<file path="src/rtl/sertx_pkg.sv">
package sertx_pkg;

    typedef enum logic [2:0] {
        ST_IDLE  = 3'd0,
        ST_ARM   = 3'd1,
        ST_START = 3'd2,
        ST_DATA  = 3'd3,
        ST_PAR   = 3'd4,
        ST_STOP  = 3'd5
    } tx_state_e;

    typedef struct packed {
        logic wide;
        logic par_en;
        logic par_odd;
        logic two_stop;
    } tx_fmt_t;

endpackage

</file>
<file path="src/rtl/sertx_par.sv">
module sertx_par #(
    parameter int W = 8
) (
    input  logic [W-1:0] vec,
    input  logic         odd,
    output logic         bit_o
);
    // Even sense: the parity bit equals the XOR of the data, so the total count of 1s is even.
    assign bit_o = (^vec) ^ odd;
endmodule

</file>
<file path="src/rtl/sertx_ctl.sv">
module sertx_ctl
    import sertx_pkg::*;
#(
    parameter  int DATA_W = 8,
    localparam int IDX_W  = (DATA_W > 1) ? $clog2(DATA_W) : 1
) (
    input  logic             clk,
    input  logic             rst_n,
    input  logic             sync_clr,
    input  logic             tx_en,
    input  logic             bit_tick,
    input  logic             chr_valid,
    input  tx_fmt_t          fmt_in,
    output logic             chr_ready,
    output logic             load,
    output logic             busy,
    output tx_state_e        nxt_state,
    output logic [IDX_W-1:0] nxt_idx
);
    localparam logic [IDX_W-1:0] LAST_WIDE   = IDX_W'(DATA_W - 1);
    localparam logic [IDX_W-1:0] LAST_NARROW = IDX_W'(DATA_W - 2);

    typedef struct packed {
        tx_state_e        st;
        logic [IDX_W-1:0] idx;
        logic             stop_more;
        tx_fmt_t          fmt;
    } ctl_t;

    localparam ctl_t CTL_RST = '{st: ST_IDLE, idx: '0, stop_more: 1'b0, fmt: '0};

    ctl_t             r_d, r_q;
    logic             ready_c;
    logic             load_c;
    logic [IDX_W-1:0] last_idx;

    always_comb begin
        r_d      = r_q;
        load_c   = 1'b0;
        ready_c  = tx_en && !sync_clr && (r_q.st == ST_IDLE);
        last_idx = r_q.fmt.wide ? LAST_WIDE : LAST_NARROW;

        if (sync_clr || (!tx_en && r_q.st != ST_IDLE)) begin
            r_d.st        = ST_IDLE;
            r_d.idx       = '0;
            r_d.stop_more = 1'b0;
        end else begin
            unique case (r_q.st)
                ST_IDLE: begin
                    if (chr_valid && ready_c) begin
                        load_c        = 1'b1;
                        r_d.st        = ST_ARM;
                        r_d.fmt       = fmt_in;
                        r_d.idx       = '0;
                        r_d.stop_more = fmt_in.two_stop;
                    end
                end
                ST_ARM: begin
                    if (bit_tick) r_d.st = ST_START;
                end
                ST_START: begin
                    if (bit_tick) begin
                        r_d.st  = ST_DATA;
                        r_d.idx = '0;
                    end
                end
                ST_DATA: begin
                    if (bit_tick) begin
                        if (r_q.idx == last_idx) begin
                            r_d.st = r_q.fmt.par_en ? ST_PAR : ST_STOP;
                        end else begin
                            r_d.idx = r_q.idx + 1'b1;
                        end
                    end
                end
                ST_PAR: begin
                    if (bit_tick) r_d.st = ST_STOP;
                end
                ST_STOP: begin
                    if (bit_tick) begin
                        if (r_q.stop_more) r_d.stop_more = 1'b0;
                        else               r_d.st        = ST_IDLE;
                    end
                end
                default: r_d.st = ST_IDLE;
            endcase
        end
    end

    always_ff @(posedge clk or negedge rst_n) begin
        if (!rst_n) r_q <= CTL_RST;
        else        r_q <= r_d;
    end

    assign chr_ready = ready_c;
    assign load      = load_c;
    assign busy      = (r_q.st != ST_IDLE);
    assign nxt_state = r_d.st;
    assign nxt_idx   = r_d.idx;
endmodule

</file>
<file path="src/rtl/sertx_dp.sv">
module sertx_dp
    import sertx_pkg::*;
#(
    parameter  int DATA_W = 8,
    localparam int IDX_W  = (DATA_W > 1) ? $clog2(DATA_W) : 1
) (
    input  logic              clk,
    input  logic              rst_n,
    input  logic              load,
    input  logic [DATA_W-1:0] chr_data,
    input  tx_fmt_t           fmt_in,
    input  tx_state_e         nxt_state,
    input  logic [IDX_W-1:0]  nxt_idx,
    output logic              txd
);
    typedef struct packed {
        logic [DATA_W-1:0] data;
        logic              par;
        logic              txd;
    } dp_t;

    localparam dp_t DP_RST = '{data: '0, par: 1'b0, txd: 1'b1};

    dp_t               r_d, r_q;
    logic [DATA_W-1:0] masked;
    logic              par_c;

    // Narrow words drop the top bit before it reaches the shift data or the parity sum.
    always_comb begin
        masked = chr_data;
        if (!fmt_in.wide) masked[DATA_W-1] = 1'b0;
    end

    sertx_par #(.W(DATA_W)) par_i (
        .vec   (masked),
        .odd   (fmt_in.par_odd),
        .bit_o (par_c)
    );

    always_comb begin
        r_d = r_q;
        if (load) begin
            r_d.data = masked;
            r_d.par  = par_c;
        end
        unique case (nxt_state)
            ST_START: r_d.txd = 1'b0;
            ST_DATA:  r_d.txd = r_q.data[nxt_idx];
            ST_PAR:   r_d.txd = r_q.par;
            default:  r_d.txd = 1'b1;
        endcase
    end

    always_ff @(posedge clk or negedge rst_n) begin
        if (!rst_n) r_q <= DP_RST;
        else        r_q <= r_d;
    end

    assign txd = r_q.txd;
endmodule

</file>
<file path="src/rtl/sertx_core.sv">
module sertx_core
    import sertx_pkg::*;
#(
    parameter  int DATA_W = 8,
    localparam int IDX_W  = (DATA_W > 1) ? $clog2(DATA_W) : 1
) (
    input  logic              clk,
    input  logic              rst_n,
    input  logic              sync_clr,
    input  logic              tx_en,
    input  logic              bit_tick,
    input  logic [DATA_W-1:0] chr_data,
    input  logic              chr_valid,
    output logic              chr_ready,
    input  logic              cfg_wide,
    input  logic              cfg_par_en,
    input  logic              cfg_par_odd,
    input  logic              cfg_two_stop,
    output logic              txd,
    output logic              busy
);
    tx_fmt_t          fmt_in;
    tx_state_e        nxt_state;
    logic [IDX_W-1:0] nxt_idx;
    logic             load;

    assign fmt_in = '{wide: cfg_wide, par_en: cfg_par_en,
                      par_odd: cfg_par_odd, two_stop: cfg_two_stop};

    sertx_ctl #(.DATA_W(DATA_W)) ctl_i (
        .clk       (clk),
        .rst_n     (rst_n),
        .sync_clr  (sync_clr),
        .tx_en     (tx_en),
        .bit_tick  (bit_tick),
        .chr_valid (chr_valid),
        .fmt_in    (fmt_in),
        .chr_ready (chr_ready),
        .load      (load),
        .busy      (busy),
        .nxt_state (nxt_state),
        .nxt_idx   (nxt_idx)
    );

    sertx_dp #(.DATA_W(DATA_W)) dp_i (
        .clk       (clk),
        .rst_n     (rst_n),
        .load      (load),
        .chr_data  (chr_data),
        .fmt_in    (fmt_in),
        .nxt_state (nxt_state),
        .nxt_idx   (nxt_idx),
        .txd       (txd)
    );
endmodule

</file>
<file path="config.mk">
export PLATFORM = sky130hd
export DESIGN_NAME = sertx_core
export DESIGN_NICKNAME = d
export VERILOG_FILES = /design/src/rtl/sertx_pkg.sv /design/src/rtl/sertx_par.sv /design/src/rtl/sertx_ctl.sv /design/src/rtl/sertx_dp.sv /design/src/rtl/sertx_core.sv
export SDC_FILE = /design/constraint.sdc
export NUM_CORES = 1
export LEC_CHECK = 0
export ABC_CLOCK_PERIOD_IN_PS = 6100
export BUFFER_PORTS_ARGS = -buffer_cell sky130_fd_sc_hd__buf_2
export CAP_MARGIN = 20
export CORE_MARGIN = 2
export CORE_UTILIZATION = 50
export DETAILED_ROUTE_END_ITERATION = 7
export GPL_ROUTABILITY_DRIVEN = 0
export PLACE_DENSITY = 0.75
export SLEW_MARGIN = 20
export SYNTH_ARGS = -nofsm -noshare
export SYNTH_HDL_FRONTEND = slang
export SYNTH_SLANG_ARGS = --single-unit
</file>
<file path="constraint.sdc">
create_clock -name clk -period 6.1 [get_ports clk]
set_input_delay 0.305 -clock clk [delete_from_list [all_inputs] [get_ports clk]]
set_output_delay 0.305 -clock clk [all_outputs]
set_load 0.05 [all_outputs]
</file>
# After elaboration in Yosys (flattened, before gate mapping)
# Index checks and enable logic that the tools add are counted.
dict set report word_totals {
  mem_bits_rw 0
  latch_bits 0
  mem_bits_ro 0
  word_cells 61
  reg_bits 21
  mem_count 0
  input_bits 18
}
dict set report op_classes {
  addsub 1
  n_lt_le_gt_ge 1
  mux 23
  div_mod_pow 0
  n_shift 0
  n_reduce_logical 13
  n_eq_ne 11
  bitwise 2
  multipliers 0
}
# cell count
set op_table {}
lappend op_table {{$mux 3} 6}
lappend op_table {{$pmux 3 s6} 1}
lappend op_table {{$eq 3x2->1 const B} 4}
lappend op_table {{$mux 6} 2}
lappend op_table {{$mux 11} 1}
lappend op_table {{$eq 3x3->1 const B} 3}
lappend op_table {{$pmux 3 s3} 1}
lappend op_table {{$mux 1} 8}
lappend op_table {{$reduce_xor 8->1} 1}
lappend op_table {{$mux 7} 1}
lappend op_table {{$reduce_and 3->1} 2}
lappend op_table {{$reduce_bool 3->1} 2}
lappend op_table {{$logic_and 1x1->1} 4}
lappend op_table {{$lt 3x4->1 const B} 1}
lappend op_table {{$add 3x1->3 const B} 1}
lappend op_table {{$bmux 1 s3} 1}
lappend op_table {{$eq 3x1->1 const B} 1}
lappend op_table {{$eq 3x3->1} 1}
lappend op_table {{$logic_not 3->1} 1}
lappend op_table {{$ne 3x2->1 const B} 1}
lappend op_table {{$ne 3x3->1 const B} 1}
lappend op_table {{$pmux 1 s3} 1}
lappend op_table {{$logic_not 1->1} 2}
lappend op_table {{$pmux 1 s2} 1}
lappend op_table {{other kinds (3)} 3}

# Logic depth before layout (Yosys ltp)
dict set report depth {
  ltp_word 10
  depth_mapped 8
  depth_no_buf 7
}

# Modules after synthesis
# A second synthesis with hierarchy kept.
dict set report unflattened {
  hier_cells 110
  hier_area_um2 1196.1
}
# mod instances area_each_um2 seq_area_each_um2 cells_per_inst
set modules_own_cells {}
lappend modules_own_cells {sertx_ctl 1 644.4 225.2 72}
lappend modules_own_cells {sertx_dp 1 469.2 251.5 31}
lappend modules_own_cells {sertx_par 1 82.6 0.0 7}

# Worst setup path before layout
# OpenSTA, ideal clock, no wires.
dict set report synth_path {
  kind {register to output}
  start {reg ctl_i.r_q[8] (netlist name)}
  end {out chr_ready}
  setup_slack_ns 3.606
  arrival_ns 2.189
  stages_incl_launch_ff 5
  path_buffers 2
  required_ns 5.795
  path_cell_list {dfrtp_1 buf_6 or3_1 buf_6 nor3b_1}
}
dict set report synth_via {
  elab_chain_cells 2
}
# item line
set synth_lines {}
lappend synth_lines {{start: declaration} sertx_ctl.sv:32} ;# ctl_t r_d, r_q;
lappend synth_lines {{start signal: assignment} sertx_ctl.sv:92} ;# else r_q <= r_d;
lappend synth_lines {{$logic_not 3->1} sertx_ctl.sv:40} ;# ready_c = tx_en && !sync_clr && (r_q.st == ST_IDLE);
lappend synth_lines {{$logic_and 1x1->1} sertx_ctl.sv:40}
lappend synth_lines {{end: declaration} sertx_core.sv:14} ;# output logic chr_ready,
# No other way between the ends.

==> reports/metrics.yaml <==
routing:
  drc_errors: 0
  num_vias: 1031
  first_pass_iters: 4
  detail-route-antenna-nets: 0
  met3_length_um: 103
  first_iter_violations: 23
  highest_layer: "met4"
  wire_per_inst_um: 13.8
  met1_length_um: 1090
  wirelength_um: 2540
  wl_met2_um: 1310
  detail_route.vias_per_cell: 5.57
cts:
  clk_pin_slew_ns: 0.10
  cts_tree: "done"
  postCtsSetupRepairBufs: 0
  cts_made_buffers: 3
  cts_sinks: 19
  root_buffer: "clkbuf_4"
  htree_levels: 1
  cts_buffer_depth: 2
  clkLatencyLatePin_ns: 0.28
timing:
  setup_viol: 0
  fmax_mhz: 407
  setup_tns_ns: 0
  fin_crit_sh_pct: 40.3
  rsz0062_at_grt: "no"
  period_needed_ns: 2.46
  maxSlewHeadroom_pct: 67.3
  finClkSkew_ns: 0.00554
  timing.final.max_slew_violations: 0
  worst_pin_slew_ns: 0.490
  hold_violations: 0
synthesis:
  yosys-top-cells-area: "dfrtp_1 36%, nand2_1 9.9%, xnor2_1 6.3%"
  synth_fp_nets: 156
  synthArstFlopShare_pct: 100
  netlist.area_leader.share_pct: 36.0
  yosysSeqAreaShare_pct: 38.1
  synth.avg_cell_area_um2: 9.14
  synthCells: 137
  yosys_warnings: 0
  synth_edf_count: 0
  synthTopCellsByCount: "33 x nand2_1, 18 x dfrtp_1, 9 x o21ai_0, 9 x xnor2_1"
  synth-main-ff-cell: "dfrtp_1"
  synth.most_common_cell: "nand2_1"
  synth.distinct_cells: 40
  synthesis.area_um2: 1250
  synth_top_cell_by_area: "dfrtp_1"
  ys_ff_latch: 19
setup_path:
  cp_slowest_stage_delay_ns: 0.56
  start_kind: "register"
  crit_chain: "or3_1 -> nor2_2 -> o22a_2 -> mux2_2 -> a211oi_2"
  crit_path_max_fanout: 15
  cp_slowest_cell: "or3_1"
  worstPathArrival_ns: 2.67
  worst-setup-path-type: "reg -> reg"
  path_delay_family: "simple AND/OR/NAND/NOR gates"
  critPathRequiredTime_ns: 6.31
  cp_num_buf_inv: 0
  end_kind: "register"
grt:
  grt_pass1_vias: 1010
  grt_max_degree: 20
  grt-ovfl-total: 0
  antenna_found_initial: 0
  track_usage_pct: 21.0
  grt_pass1_wl_um: 4330
placement:
  dp_hpwl_um: 1960
  post-place-cells: 180
  io_buffer_count: 20
power_and_ir_drop:
  peakVddDrop_mv: 0.148
  swShare_pct: 31.4
  p_per_area_nw_per_um2: 217
  p_switching_mw: 0.0928
  leakagePower_nw: 0.615
  pwr-share-clk_pct: 20.2
  combPwrFrac_pct: 25.5
  seqPwrFrac_pct: 54.2
  power.internal_mw: 0.202
layout:
  areaGrowthSynthToFinish_pct: 8.69
  nets: 175
  stdcell_count: 185
  layout-drive-gt1-share_pct: 24.5
  antenna_cells: 0
die:
  dieWidth_um: 54.1
  row_count: 18
  die-height_um: 54.1
  core_area_um2: 2430
  ios: 21
  die-area_um2: 2920
  initial_core_util_pct: 51.5
min_path:
  hp-class: "in -> reg"
run_status:
  status: "finished, final reports clean"
flow_run:
  max_cap_violations: 0
[per-layer routing]
metal,vias to the layer above,global-route usage [%]
met5,-,0
met4,0,7.92
met3,4,2.50
met2,32,39.0
met1,479,24.3
li1,516,-
[state kept, by name (all words and copies together) (netlist names)]
signal and cells:
ctl_i.r_q 9, dp_i.txd 1, dp_i.r_q 9
[metrics by stage]
stage               setup slack (ns)  utilization (%)  power, mW  hold slack, ns  instance area (um^2)
detailed placement              3.66             54.5      0.238           0.268                  1330
CTS                             3.64             56.0      0.300           0.214                  1360
finish                          3.64             56.0      0.295           0.220                  1360
global placement                3.72             54.5      0.233           0.255                  1330
global route                    3.50             56.0      0.319           0.228                  1360
floorplan                       3.61                -      0.217         0.00941                  1250
[layout by cell type, fill, tap and decap left out, types with 2 or more instances in the layout]
master     n
nand2_1   33
buf_2     20
dfrtp_1   18
xnor2_1    9
o21ai_0    9
nor2_1     7
a21oi_1    7
a31oi_1    5
inv_1      5
nand3b_1   4
o211a_1    4
clkbuf_4   3
nand3_1    2
mux2i_1    2
a211oi_2   2
[worst register-to-register path, cell delays in order (launching register included)]
cell and delay [ns]:
dfrtp_1 0.55, or3_1 0.56, nor2_2 0.46, o22a_2 0.29
mux2_2 0.35, a211oi_2 0.18
[kinds of logic (layout without fill, tap and decap cells)]
kind of cell,count (synthesis),count (layout),share of synthesized area (%)
DFF,19,19,38.1
AOI/OAI and AO/OA,37,37,24.0
muxes,3,3,2.50
buffers and inverters,12,30,6.69
xor gates and xnor gates,9,9,6.29
adders and majority gates,1,1,0.999
and+or+nand+nor,56,56,21.5
[worst paths after layout]
check | startpoint | to | slack, ns | cells past startpoint
worst min-delay path | cfg_par_en | ctl_i.r_q[2]$_DFFE_PN0P_ | 0.22 | 3
worst max register to register | ctl_i.r_q[9]$_DFF_PN0_ | dp_i.txd$_DFF_PN1_ | 3.64 | 5
worst max-delay path | ctl_i.r_q[9]$_DFF_PN0_ | dp_i.txd$_DFF_PN1_ | 3.64 | 5
max in group asynchronous | rst_n | dp_i.txd$_DFF_PN1_ | 5.30 | 2
min in group asynchronous | rst_n | dp_i.r_q[7]$_DFFE_PN0P_ | 0.47 | 2
worst min register to register | dp_i.r_q[8]$_DFFE_PN0P_ | dp_i.r_q[8]$_DFFE_PN0P_ | 0.49 | 2
[power by group through the flow]
stage,clock (mW),sequential [mW],combinational (mW)
detailed placement,0,0.162,0.0756
floorplan,0,0.158,0.0593
CTS,0.0632,0.160,0.0765
finish,0.0598,0.160,0.0753
global route,0.0704,0.163,0.0861
global placement,0,0.160,0.0726
[area by class of cell]
cell class	count	area (um^2)
repair buffers	21	110
multi-input cells	106	692
inverters	5	18.8
clock buffers	4	26.3
well taps	30	37.5
fillers	233	1070
flip-flops and latches	19	477
[what timing repair did]
item / CTS / global route
hold endpoints to repair: 18 / 0
hold buffers: 1 / 0
gates resized for setup: 0 / 0
(Power assumes the default switching activity.)
